$ cat src/rtl/lfsr_pkg.sv
package lfsr_pkg;

    typedef enum logic {
        ARCH_FIB = 1'b0,
        ARCH_GAL = 1'b1
    } arch_e;

    typedef enum logic {
        POL_XOR  = 1'b0,
        POL_XNOR = 1'b1
    } pol_e;

endpackage

$ cat src/rtl/lfsr_step_logic.sv
module lfsr_step_logic #(
    parameter int                  WIDTH = 16,
    parameter logic [WIDTH-1:0]    TAPS  = 16'hB400,
    parameter lfsr_pkg::arch_e     ARCH  = lfsr_pkg::ARCH_FIB,
    parameter lfsr_pkg::pol_e      POL   = lfsr_pkg::POL_XOR
) (
    input  logic [WIDTH-1:0] cur,
    output logic [WIDTH-1:0] nxt
);
    localparam logic INV = (POL == lfsr_pkg::POL_XNOR);

    if (ARCH == lfsr_pkg::ARCH_FIB) begin : g_fib
        // Single wide parity of the tapped bits enters the input end.
        logic fb;
        assign fb  = (^(cur & TAPS)) ^ INV;
        assign nxt = {cur[WIDTH-2:0], fb};
    end else begin : g_gal
        // Output bit is folded into the mirrored tap stages as the register shifts.
        logic out_bit;
        assign out_bit = cur[WIDTH-1];
        assign nxt[0]  = out_bit;
        for (genvar j = 1; j < WIDTH; j++) begin : g_bit
            if (TAPS[WIDTH-1-j]) begin : g_tap
                assign nxt[j] = cur[j-1] ^ out_bit ^ INV;
            end else begin : g_pass
                assign nxt[j] = cur[j-1];
            end
        end
    end

endmodule

$ cat src/rtl/lfsr_lock_detect.sv
module lfsr_lock_detect #(
    parameter int             WIDTH = 16,
    parameter lfsr_pkg::pol_e POL   = lfsr_pkg::POL_XOR
) (
    input  logic [WIDTH-1:0] cur,
    output logic             is_locked
);
    localparam logic [WIDTH-1:0] LOCK_STATE =
        (POL == lfsr_pkg::POL_XNOR) ? {WIDTH{1'b1}} : {WIDTH{1'b0}};

    assign is_locked = (cur == LOCK_STATE);

endmodule

$ cat src/rtl/lfsr_dual_gen.sv
module lfsr_dual_gen #(
    parameter int               WIDTH      = 16,
    parameter logic [WIDTH-1:0] TAPS       = 16'hB400,
    parameter lfsr_pkg::arch_e  ARCH       = lfsr_pkg::ARCH_FIB,
    parameter lfsr_pkg::pol_e   POL        = lfsr_pkg::POL_XOR,
    parameter logic [WIDTH-1:0] RESET_SEED = 16'hACE1
) (
    input  logic             clk,
    input  logic             rst,
    input  logic             step_en,
    input  logic             seed_load,
    input  logic [WIDTH-1:0] seed_value,
    output logic             serial_out,
    output logic [WIDTH-1:0] state_out,
    output logic             lockup_recovered
);
    localparam logic [WIDTH-1:0] LOCK_STATE =
        (POL == lfsr_pkg::POL_XNOR) ? {WIDTH{1'b1}} : {WIDTH{1'b0}};
    localparam logic [WIDTH-1:0] ESCAPE_STATE =
        LOCK_STATE ^ {{(WIDTH-1){1'b0}}, 1'b1};

    typedef struct packed {
        logic [WIDTH-1:0] state;
        logic             recovered;
    } regs_t;

    regs_t            r_d, r_q;
    logic [WIDTH-1:0] step_nxt;
    logic             locked;

    lfsr_step_logic #(
        .WIDTH (WIDTH),
        .TAPS  (TAPS),
        .ARCH  (ARCH),
        .POL   (POL)
    ) u_step (
        .cur (r_q.state),
        .nxt (step_nxt)
    );

    lfsr_lock_detect #(
        .WIDTH (WIDTH),
        .POL   (POL)
    ) u_lock (
        .cur       (r_q.state),
        .is_locked (locked)
    );

    always_comb begin
        r_d           = r_q;
        r_d.recovered = 1'b0;
        if (seed_load) begin
            r_d.state = seed_value;
        end else if (locked) begin
            r_d.state     = ESCAPE_STATE;
            r_d.recovered = 1'b1;
        end else if (step_en) begin
            r_d.state = step_nxt;
        end
    end

    always_ff @(posedge clk) begin
        if (rst) begin
            r_q.state     <= RESET_SEED;
            r_q.recovered <= 1'b0;
        end else begin
            r_q <= r_d;
        end
    end

    assign state_out        = r_q.state;
    assign serial_out       = r_q.state[WIDTH-1];
    assign lockup_recovered = r_q.recovered;

endmodule

$ cat config.mk
export PLATFORM = sky130hd
export DESIGN_NAME = lfsr_dual_gen
export DESIGN_NICKNAME = d
export VERILOG_FILES = /design/src/rtl/lfsr_pkg.sv /design/src/rtl/lfsr_step_logic.sv /design/src/rtl/lfsr_lock_detect.sv /design/src/rtl/lfsr_dual_gen.sv
export SDC_FILE = /design/constraint.sdc
export NUM_CORES = 1
export LEC_CHECK = 0
export BUFFER_PORTS_ARGS = -buffer_cell sky130_fd_sc_hd__buf_2
export CORE_UTILIZATION = 49
export DETAILED_ROUTE_END_ITERATION = 10
export GPL_TIMING_DRIVEN = 0
export PLACE_DENSITY_LB_ADDON = 0.15
export SLEW_MARGIN = 20
export SYNTH_ARGS = -nofsm -noshare
export SYNTH_HDL_FRONTEND = slang
export SYNTH_SLANG_ARGS = --single-unit
$ cat constraint.sdc
create_clock -name clk -period 2.2 [get_ports clk]
set_input_delay 0.44 -clock clk [delete_from_list [all_inputs] [get_ports clk]]
set_output_delay 0.44 -clock clk [all_outputs]
set_load 0.01 [all_outputs]
# [Word level (Yosys, flattened, before mapping)]
# Cells that the tools add are included.
[totals] latch_bits=0 in_bits=20 rom_bits=0 mem_bits_rw=0 memories=0 register_bits=17
[classes] mul=0 muxes=4 order_cmp=0 n_shift=0 bitwise_logic=0 n_div=0 n_eq_ne=0 add_sub_neg=0 reduce_logical=4
[ops] cell="2-to-1 mux 16 bit" n=3
[ops] cell="zero test 16 bit" n=1
[ops] cell="parity 16 bit" n=1
[ops] cell="nonzero test 3 bit" n=1
[ops] cell="OR reduction 2 bit" n=1
[ops] cell="2-to-1 mux 1 bit" n=1

# [Logic depth before layout (Yosys ltp)]
# Gate-level depths: netlist of the first run.
[logic_depth] word_depth=4 depth_mapped=7 depth_no_buf=6

# [Cells and area by module]
# Synthesis of the first run repeated with hierarchy kept, for this count alone.
[unflattened] cells_unflattened=111 area_unflattened_um2=1032.2
[modules_own_cells] mod="lfsr_dual_gen" n_inst=1 area_per_inst_um2=852.1 cells_each=87
[modules_own_cells] mod="lfsr_step_logic" n_inst=1 area_per_inst_um2=146.4 cells_each=19
[modules_own_cells] mod="lfsr_lock_detect" n_inst=1 area_per_inst_um2=33.8 cells_each=5

# [Least setup slack after synthesis of the first run]
# Ideal clock, no wire load.
[synth_timing] kind="register to register" from="register r_q (netlist bit state_out[12])" to="register r_q (netlist bit state_out[1])" t_required_ns=2.105 setup_ns=0.095 path_stages_with_launch=8 n_path_buf=1 t_arrival_ns=1.417 path_slack_ns=0.688 cell_sequence="dfxtp_1 inv_1 ha_1 nor4b_4 a41oi_2 buf_2 o21ai_0 a221oi_1"
[synth_via] elab_chain_cells=3 word_cells_on_any_way=4 cone_classes="mux (2); reduce/logical (2)"
[synth_lines] item="start, declared" line_no="lfsr_dual_gen.sv:27" rtl="regs_t r_d, r_q;"
[synth_lines] item="start signal, assigned" line_no="lfsr_dual_gen.sv:67" rtl="r_q <= r_d;"
[synth_lines] item="zero test 16 bit (*)" line_no="lfsr_lock_detect.sv:11" rtl="assign is_locked = (cur == LOCK_STATE);"
[synth_lines] item="2-to-1 mux 16 bit" line_no="lfsr_dual_gen.sv:54" rtl="end else if (locked) begin"
[synth_lines] item="2-to-1 mux 16 bit" line_no="lfsr_dual_gen.sv:52" rtl="if (seed_load) begin"
# Mark *: on every way between the ends. The rest lies on a longest branch, timed or not.
# A chain may end at the register's enable or synchronous reset.

# [Worst setup path after layout of the first run]
[layout_timing] from="register r_q (netlist bit state_out[13])" to="register r_q (netlist bit state_out[3])"
# Same word-level chain as after synthesis.

==> results of run 1 <==
state kept, by name (all words and copies together), names as in the netlist:
signal,flops
lockup_recovered,1
state_out,16
cell families after synthesis:
family,synth area share
AOI/OAI and AO/OA,0.294
and+or+nand+nor,0.177
DFF,0.379
buffers and inverters,0.0697
muxes,0.0460
xor gates and xnor gates,0.0195
adders and majority gates,0.0139
report_power, final:
group          internal (mW)  switching, mW
Sequential             0.331         0.0325
Clock                 0.0707          0.106
Combinational         0.0797         0.0810
Total                  0.482          0.220
per-layer routing:
layer | track usage | vias up
li1 | - | 430
met1 | 0.351 | 417
met2 | 0.403 | 32
met3 | 0.0240 | 5
met4 | 0.109 | 0
met5 | 0 | -
worst max-delay path: cells and delay by family (launching register included):
family	cells	cell delay, ns
adders and majority gates	1	0.18
DFF	1	0.40
and+or+nand+nor	1	0.15
AOI/OAI and AO/OA	3	0.56
buffers and inverters	2	0.29
cell usage in the layout (no fill, tap or decap), drive strengths merged:
cell / count
buf: 41
dfxtp: 17
o21ai: 13
inv: 8
a21oi: 7
nand2: 7
a2bb2oi: 6
a221oi: 6
clkbuf: 6
nor2: 3
mux2i: 3
nor4: 2
xnor2: 2
a211oi: 2
nor3: 2
a41oi: 2
nor4b: 1
nand4: 1
nand3b: 1
or2: 1
nor3b: 1
nor2b: 1
mux2: 1
nand2b: 1
ha: 1
worst paths after layout:
check	start	to	slack (ns)	cells after the start
max	state_out[13]	state_out[3]	0.53	7
min	seed_value[11]	state_out[11]	0.36	3
max reg2reg	state_out[13]	state_out[3]	0.53	7
min reg2reg	state_out[12]	state_out[12]	0.51	2
cell type report:
type                       count  area share
multi-input combinational     64       0.436
buffer                         7      0.0287
timing repair buffer          36       0.159
clock buffer                   4      0.0232
tap                           25      0.0276
inverter                       8      0.0265
sequential                    17       0.300
==> flow_summary.json, run 1 <==
{
  "die_y_um": 44.8,
  "dpl_worst_slack_ns": 0.523,
  "grt_pass1_wl_um": 3630,
  "synth_edf_count": 0,
  "die_w_um": 44.8,
  "min_period_ns": 1.67,
  "status": "complete, no violations",
  "num_io_pins": 38,
  "timing.fmax_mhz": 599,
  "grt_overflow_total": 0,
  "criticalPathCategory": "reg2reg",
  "antenna_left": 0,
  "finalInstanceArea_um2": 1130,
  "synth_flop_cell": "dfxtp_1",
  "async_flop_share": 0,
  "top_layer": "met4",
  "fin_util": 0.657,
  "setup_ws_ns": 0.531,
  "wl_met3_um": 117,
  "grt_start_max_net_pins": 11,
  "yosysSeqAreaShare": 0.379,
  "worst_ep_required_time_ns": 2.41,
  "final-hold-violation-count": 0,
  "slew-limit-headroom": 0.687,
  "synth.most_common_cell": "dfxtp_1",
  "cts_max_path_buffers": 2,
  "synth_area_um2": 897,
  "synth_cell_type_count": 29,
  "wl_met2_um": 1100,
  "synth_common_cells": "dfxtp_1 (17), o21ai_0 (13), inv_1 (8)",
  "first_global_vias": 780,
  "power_leakage_nw": 0.476,
  "coreArea_um2": 1730,
  "dpl.hpwl_um": 1630,
  "start_util": 0.520,
  "die-area_um2": 2010,
  "syn_inst": 96,
  "dp_cells": 157,
  "yosysWarnings": 0,
  "synth_fp_nets": 117,
  "crit_arrival_ns": 1.88,
  "wire_per_inst_um": 14.2,
  "path_max_fanout": 10,
  "cpMaxStageDelayCell": "dfxtp_1",
  "post_cts_buffers": 0,
  "hold_buffers": 0,
  "register_area_um2": 340,
  "fin_crit_sh": 0.759,
  "n_fill_cell": 158,
  "cts_buffers": 3,
  "rows": 15,
  "layout-drive-gt1-share": 0.368,
  "cts-resized-gates": 0,
  "cts_tree": "yes",
  "htree_levels": 1,
  "synth.area.top_cells": "dfxtp_1 (38%), o21ai_0 (7.3%), a221oi_1 (5.9%), a2bb2oi_1 (5.9%), nor4_4 (4.7%)",
  "multi_input_area_um2": 494,
  "gp_congestion": 0.775,
  "path_cells": "inv_1, ha_1, nor4b_4, a41oi_2, buf_2, o21ai_0, a221oi_1",
  "area_delta_synth_final_pct": 26.5,
  "max_stage_delay_ns": 0.40,
  "powerDensity_nw_per_um2": 618,
  "n_antenna_cell": 0,
  "syn_area_per_cell_um2": 9.34,
  "fin_cells": 161,
  "clk_pin_slew_ns": 0.10,
  "drt_iter0_drc": 23,
  "timing.hold.ws_ns": 0.365,
  "vias": 884,
  "drt_wl_total_um": 2290,
  "insertion_delay_ns": 0.30,
  "synth_top_area_share": 0.379,
  "nets": 158,
  "timing.setup.tns_ns": 0,
  "report.final.slew_viol_count": 0,
  "synth-seq-cells": 17,
  "drc": 0,
  "grt_usage": 0.253,
  "drv_cap": 0,
  "place.port_buffers": 36,
  "cp-end-kind": "register",
  "skew_ns": 0.000702,
  "cts-root-buf": "clkbuf_4",
  "via_per_inst": 5.49,
  "place_area_um2": 1110,
  "start_kind": "register",
  "totalPowerFinal_mw": 0.702,
  "setup_viol": 0,
  "hold_class": "in2reg",
  "ir_worst_vdd_v": 0.000365,
  "cts_sinks": 17,
  "firstDrtPassIters": 4,
  "tightest_slew_ns": 0.469,
  "rsz0062_at_grt": "false",
  "synth_top_area_cell": "dfxtp_1",
  "wl_met1_um": 1030,
  "grt_antenna_before_repair": 0
}
No activity file was read; power rests on OpenSTA's default activity.
==> run 2: changes to the inputs <==
--- a/config.mk
+++ b/config.mk
@@ -5,8 +5,9 @@
 export SDC_FILE = /design/constraint.sdc
 export NUM_CORES = 1
 export LEC_CHECK = 0
+export ABC_AREA = 1
 export BUFFER_PORTS_ARGS = -buffer_cell sky130_fd_sc_hd__buf_2
-export CORE_UTILIZATION = 49
+export CORE_UTILIZATION = 48
 export DETAILED_ROUTE_END_ITERATION = 10
 export GPL_TIMING_DRIVEN = 0
 export PLACE_DENSITY_LB_ADDON = 0.15
==> constraint.sdc (replaced) <==
create_clock -name clk -period 1.6 [get_ports clk]
set_input_delay 0.32 -clock clk [delete_from_list [all_inputs] [get_ports clk]]
set_output_delay 0.32 -clock clk [all_outputs]
set_load 0.01 [all_outputs]
==> flow_summary.json, run 2 <==
{
  "grt_usage": 0.236,
  "timing.fmax_mhz": 699,
  "area_delta_synth_final_pct": 23.5,
  "criticalPathCategory": "reg2reg",
  "place.port_buffers": 35,
  "die-area_um2": 2270,
  "drt_iter0_drc": 26,
  "cts_tree": "yes",
  "critical_path_buf_inv_count": 2,
  "htree_levels": 1,
  "start_util": 0.511,
  "synth_cell_type_count": 25,
  "synth_common_cells": "nand2_1 (44), nor2_1 (19), dfxtp_1 (17)",
  "final_cell_mix": "nand2_1 (44), buf_2 (38), nor2_1 (19)",
  "cpMaxStageDelayCell": "dfxtp_1",
  "clk_pin_slew_ns": 0.11,
  "async_flop_share": 0,
  "cts-root-buf": "clkbuf_4",
  "synth_fp_nets": 169,
  "drc": 0,
  "die_w_um": 47.7,
  "synth.most_common_cell": "nand2_1",
  "largest_register_ffs": 16,
  "setup_viol": 0,
  "muxShareOfSynthArea": 0.0524,
  "totalPowerFinal_mw": 0.983,
  "syn_inst": 148,
  "synth-simple-area-share": 0.370,
  "tightest_slew_ns": 0.425,
  "yosysWarnings": 0,
  "cp-end-kind": "register",
  "nets": 209,
  "grt_start_max_net_pins": 11,
  "report.final.slew_viol_count": 0,
  "cts_buffers": 3,
  "post_cts_buffers": 0,
  "num_io_pins": 38,
  "timing.hold.ws_ns": 0.325,
  "synth_flop_cell": "dfxtp_1",
  "synth_top_area_cell": "dfxtp_1",
  "rows": 16,
  "grt_overflow_total": 0,
  "synth_top_family_by_area": "simple AND/OR/NAND/NOR gates",
  "wire_per_inst_um": 11.5,
  "synth_top_area_share": 0.340,
  "antenna_left": 0,
  "syn_area_per_cell_um2": 6.77,
  "wl_met1_um": 1180,
  "cts_sinks": 17,
  "synth-seq-cells": 17,
  "die_y_um": 47.7,
  "gp_congestion": 0.839,
  "firstDrtPassIters": 4,
  "min_period_ns": 1.43,
  "timing.setup.tns_ns": 0,
  "final-hold-violation-count": 0,
  "coreArea_um2": 1960,
  "slew-limit-headroom": 0.717,
  "finalInstanceArea_um2": 1240,
  "grt_antenna_before_repair": 0,
  "worst_ep_required_time_ns": 1.78,
  "cts-resized-gates": 0,
  "layout_commonest_cell": "nand2_1",
  "synth_compound_area_frac": 0.120,
  "rsz0062_at_grt": "false",
  "drt_wl_total_um": 2450,
  "top_layer": "met4",
  "synth_area_um2": 1000,
  "wl_met2_um": 1150,
  "dpl.hpwl_um": 1830,
  "fin_crit_sh": 0.894,
  "layout-drive-gt1-share": 0.337,
  "grt_pass1_wl_um": 3690,
  "synth_xor_area_frac": 0,
  "power_leakage_nw": 0.649,
  "hold_buffers": 0,
  "status": "complete, no violations",
  "yosysSeqAreaShare": 0.340,
  "hold_class": "in2reg",
  "crit_family": "flip-flops",
  "synth_fa_ha_area_frac": 0.0125,
  "skew_ns": 0.0103,
  "ir_worst_vdd_v": 0.000544,
  "via_per_inst": 4.99,
  "cts_max_path_buffers": 2,
  "crit_arrival_ns": 1.61,
  "powerDensity_nw_per_um2": 795,
  "wl_met3_um": 93,
  "insertion_delay_ns": 0.30,
  "synth_edf_count": 0,
  "first_global_vias": 842,
  "path_max_fanout": 10,
  "max_stage_delay_ns": 0.40,
  "path_cells": "inv_1, ha_1, nand2_1, nor2_2, nand2_2, nand2_4, buf_8, o21ai_1, nor2_1",
  "start_kind": "register",
  "place_area_um2": 1210,
  "n_antenna_cell": 0,
  "synth.area.top_cells": "dfxtp_1 (34%), nand2_1 (16%), nor2_1 (7.1%), nand3_1 (4.5%), inv_1 (4.5%)",
  "drv_cap": 0,
  "vias": 1068
}
==> run 2: power breakdown <==
part           leakage [nW]  internal, mW  switching, mW
combinational         0.492         0.112          0.143
clock                0.0150        0.0970          0.141
sequential            0.141         0.457         0.0337
==> run 2: worst min-delay path: cells and delay by family <==
| family | cells | cell delay, ns |
|---|---|---|
| buffers and inverters | 1 | 0.08 |
| AND/OR/NAND/NOR | 4 | 0.20 |
==> run 2: logic make-up after synthesis <==
group / after synthesis
flip-flops: 17
adder cells (fa/ha/maj): 1
multiplexers: 5
AND/OR/NAND/NOR: 85
AO/OA/AOI/OAI: 19
buffers and inverters: 21
==> run 2: area by class of cell <==
type	count	area, um2
plain buffers	8	57.6
clock buffers	4	26.3
well taps	27	33.8
flip-flops and latches	17	340
repair buffers	35	175
multi-input cells	110	556
fillers	212	724
inverters	13	48.8
==> run 2: path summary, 6_finish.rpt <==
kind                                     start            end  slack (ns)  cells past startpoint
worst min register to register    state_out[6]   state_out[6]        0.53                      2
worst max-delay path             state_out[12]   state_out[9]        0.17                      9
worst max register to register   state_out[12]   state_out[9]        0.17                      9
worst min-delay path            seed_value[15]  state_out[15]        0.32                      5
==> run 2: per-layer routing <==
| metal | up-vias | global-route usage |
|---|---|---|
| li1 | 544 | - |
| met1 | 492 | 0.323 |
| met4 | 0 | 0.117 |
| met2 | 28 | 0.351 |
| met3 | 4 | 0.0491 |
| met5 | - | 0 |
==> run 2: stage by stage <==
step           cells  setup WS (ns)  utilization
2_1_floorplan    148          0.273            -
3_3_place_gp     210          0.210        0.617
3_5_place_dp     210          0.203        0.617
4_1_cts          214          0.185        0.631
5_1_grt          214         0.0813        0.631
6_report         214          0.169        0.631
==> run 3: changes to the inputs <==
--- a/config.mk
+++ b/config.mk
@@ -7,7 +7,9 @@
 export LEC_CHECK = 0
 export ABC_AREA = 1
 export BUFFER_PORTS_ARGS = -buffer_cell sky130_fd_sc_hd__buf_2
-export CORE_UTILIZATION = 48
+export CELL_PAD_IN_SITES_DETAIL_PLACEMENT = 0
+export CELL_PAD_IN_SITES_GLOBAL_PLACEMENT = 1
+export CORE_UTILIZATION = 32
 export DETAILED_ROUTE_END_ITERATION = 10
 export GPL_TIMING_DRIVEN = 0
 export PLACE_DENSITY_LB_ADDON = 0.15
==> flow_summary.json, run 3 (synthesis results as in run 2) <==
{
  "reg2reg_to": "state_out[9]",
  "cts-root-buf": "clkbuf_4",
  "place_area_um2": 1220,
  "final-hold-violation-count": 0,
  "final_cell_mix": "nand2_1 (44), buf_2 (38), nor2_1 (19)",
  "tightest_slew_ns": 0.476,
  "worstHoldPathCells": 5,
  "worstHoldStart": "seed_value[15]",
  "path_max_fanout": 10,
  "totalPowerFinal_mw": 0.987,
  "largest_register_ffs": 16,
  "hold_buffers": 0,
  "grt_usage": 0.183,
  "crit_arrival_ns": 1.65,
  "slew-limit-headroom": 0.683,
  "die_w_um": 58.0,
  "gp_congestion": 0.842,
  "via_per_inst": 4.70,
  "fin_util": 0.436,
  "power_leakage_nw": 0.652,
  "layout_commonest_cell": "nand2_1",
  "vias": 1025,
  "drt_iter0_drc": 47,
  "criticalPathCategory": "reg2reg",
  "first_global_vias": 933,
  "num_io_pins": 38,
  "firstDrtPassIters": 8,
  "rows": 19,
  "die-area_um2": 3360,
  "grt_start_max_net_pins": 11,
  "die_y_um": 58.0,
  "regToRegStartpoint": "state_out[12]",
  "dpl.hpwl_um": 1960,
  "report.final.slew_viol_count": 0,
  "area_delta_synth_final_pct": 24.1,
  "clk_pin_slew_ns": 0.11,
  "fin_crit_sh": 0.912,
  "ir_worst_vdd_v": 0.000298,
  "hold_class": "in2reg",
  "cp-end-kind": "register",
  "critPathLaunch": "state_out[12]",
  "fin_cells": 218,
  "cts_buffers": 3,
  "cts-resized-gates": 0,
  "rsz0062_at_grt": "false",
  "status": "finished, violations left",
  "grt_pass1_wl_um": 4570,
  "timing.setup.tns_ns": 0,
  "timing.fmax_mhz": 685,
  "n_antenna_cell": 0,
  "register_area_um2": 340,
  "r2r_setup_slack_ns": 0.14,
  "finalInstanceArea_um2": 1240,
  "min_period_ns": 1.46,
  "setup_viol": 0,
  "grt_antenna_before_repair": 0,
  "layout-drive-gt1-share": 0.342,
  "nets": 209,
  "cts_sinks": 17,
  "htree_levels": 1,
  "skew_ns": 0.0104,
  "worst_ep_required_time_ns": 1.79,
  "whs_endpoint": "state_out[15]",
  "reg2reg_depth": 9,
  "cts_max_path_buffers": 2,
  "cts_tree": "yes",
  "multi_input_area_um2": 556,
  "post_cts_buffers": 0,
  "violations": "DRC",
  "drc": 1,
  "insertion_delay_ns": 0.30,
  "powerDensity_nw_per_um2": 794,
  "start_util": 0.351,
  "wire_per_inst_um": 12.4,
  "n_fill_cell": 320,
  "drt_wl_total_um": 2690,
  "grt_overflow_total": 0,
  "coreArea_um2": 2850,
  "antenna_left": 0,
  "drv_cap": 0,
  "dp_cells": 214,
  "place.port_buffers": 35,
  "start_kind": "register"
}
[run 3: cell types whose count changed in the layout (fill, tap and decap cells not counted), sizes merged]
cell    delta
clkbuf     -1
clkinv     +1
[run 3: how the worst max path moves through the flow]
stage	endpoint	slack [ns]	cells after the start
after floorplan	state_out[12]	0.27	9
after global placement	state_out[9]	0.17	9
after detailed placement	state_out[9]	0.18	9
after CTS	state_out[9]	0.14	9
after global routing	state_out[9]	0.02	9
final	state_out[9]	0.14	9
[run 3: layer usage]
layer  track usage  share of wire  up-vias
met3        0.0513          0.049        2
li1              -              -      543
met5             0              0        -
met1         0.236           0.47      451
met2         0.300           0.47       29
met4        0.0510         0.0085        0
[run 3: final cells by class]
class | count | share of cell area
Multi-Input combinational cell | 110 | 0.447
Buffer | 8 | 0.0463
Clock buffer | 3 | 0.0181
Tap cell | 31 | 0.0312
Timing Repair Buffer | 35 | 0.141
Sequential cell | 17 | 0.274
Inverter | 13 | 0.0392
Clock inverter | 1 | 0.00402
[run 3: critical path, stage by stage (launching register included)]
cell     delay [ns]
dfxtp_1        0.40
inv_1          0.06
ha_1           0.21
nand2_1        0.08
nor2_2         0.04
nand2_2        0.10
nand2_4        0.10
buf_8          0.17
o21ai_1        0.13
nor2_1         0.05
[run 3: stage by stage]
stage / setup WS [ns] / hold WS (ns)
global placement: 0.174 / 0.512
detailed placement: 0.176 / 0.521
floorplan: 0.273 / 0.519
global route: 0.0208 / 0.331
CTS: 0.141 / 0.302
finish: 0.140 / 0.306
[run 3: power by group]
part | leakage (nW) | switching [mW] | internal [mW]
Combinational | 0.492 | 0.142 | 0.112
Sequential | 0.141 | 0.0353 | 0.457
Clock | 0.0177 | 0.149 | 0.0931
Total | 0.652 | 0.326 | 0.662
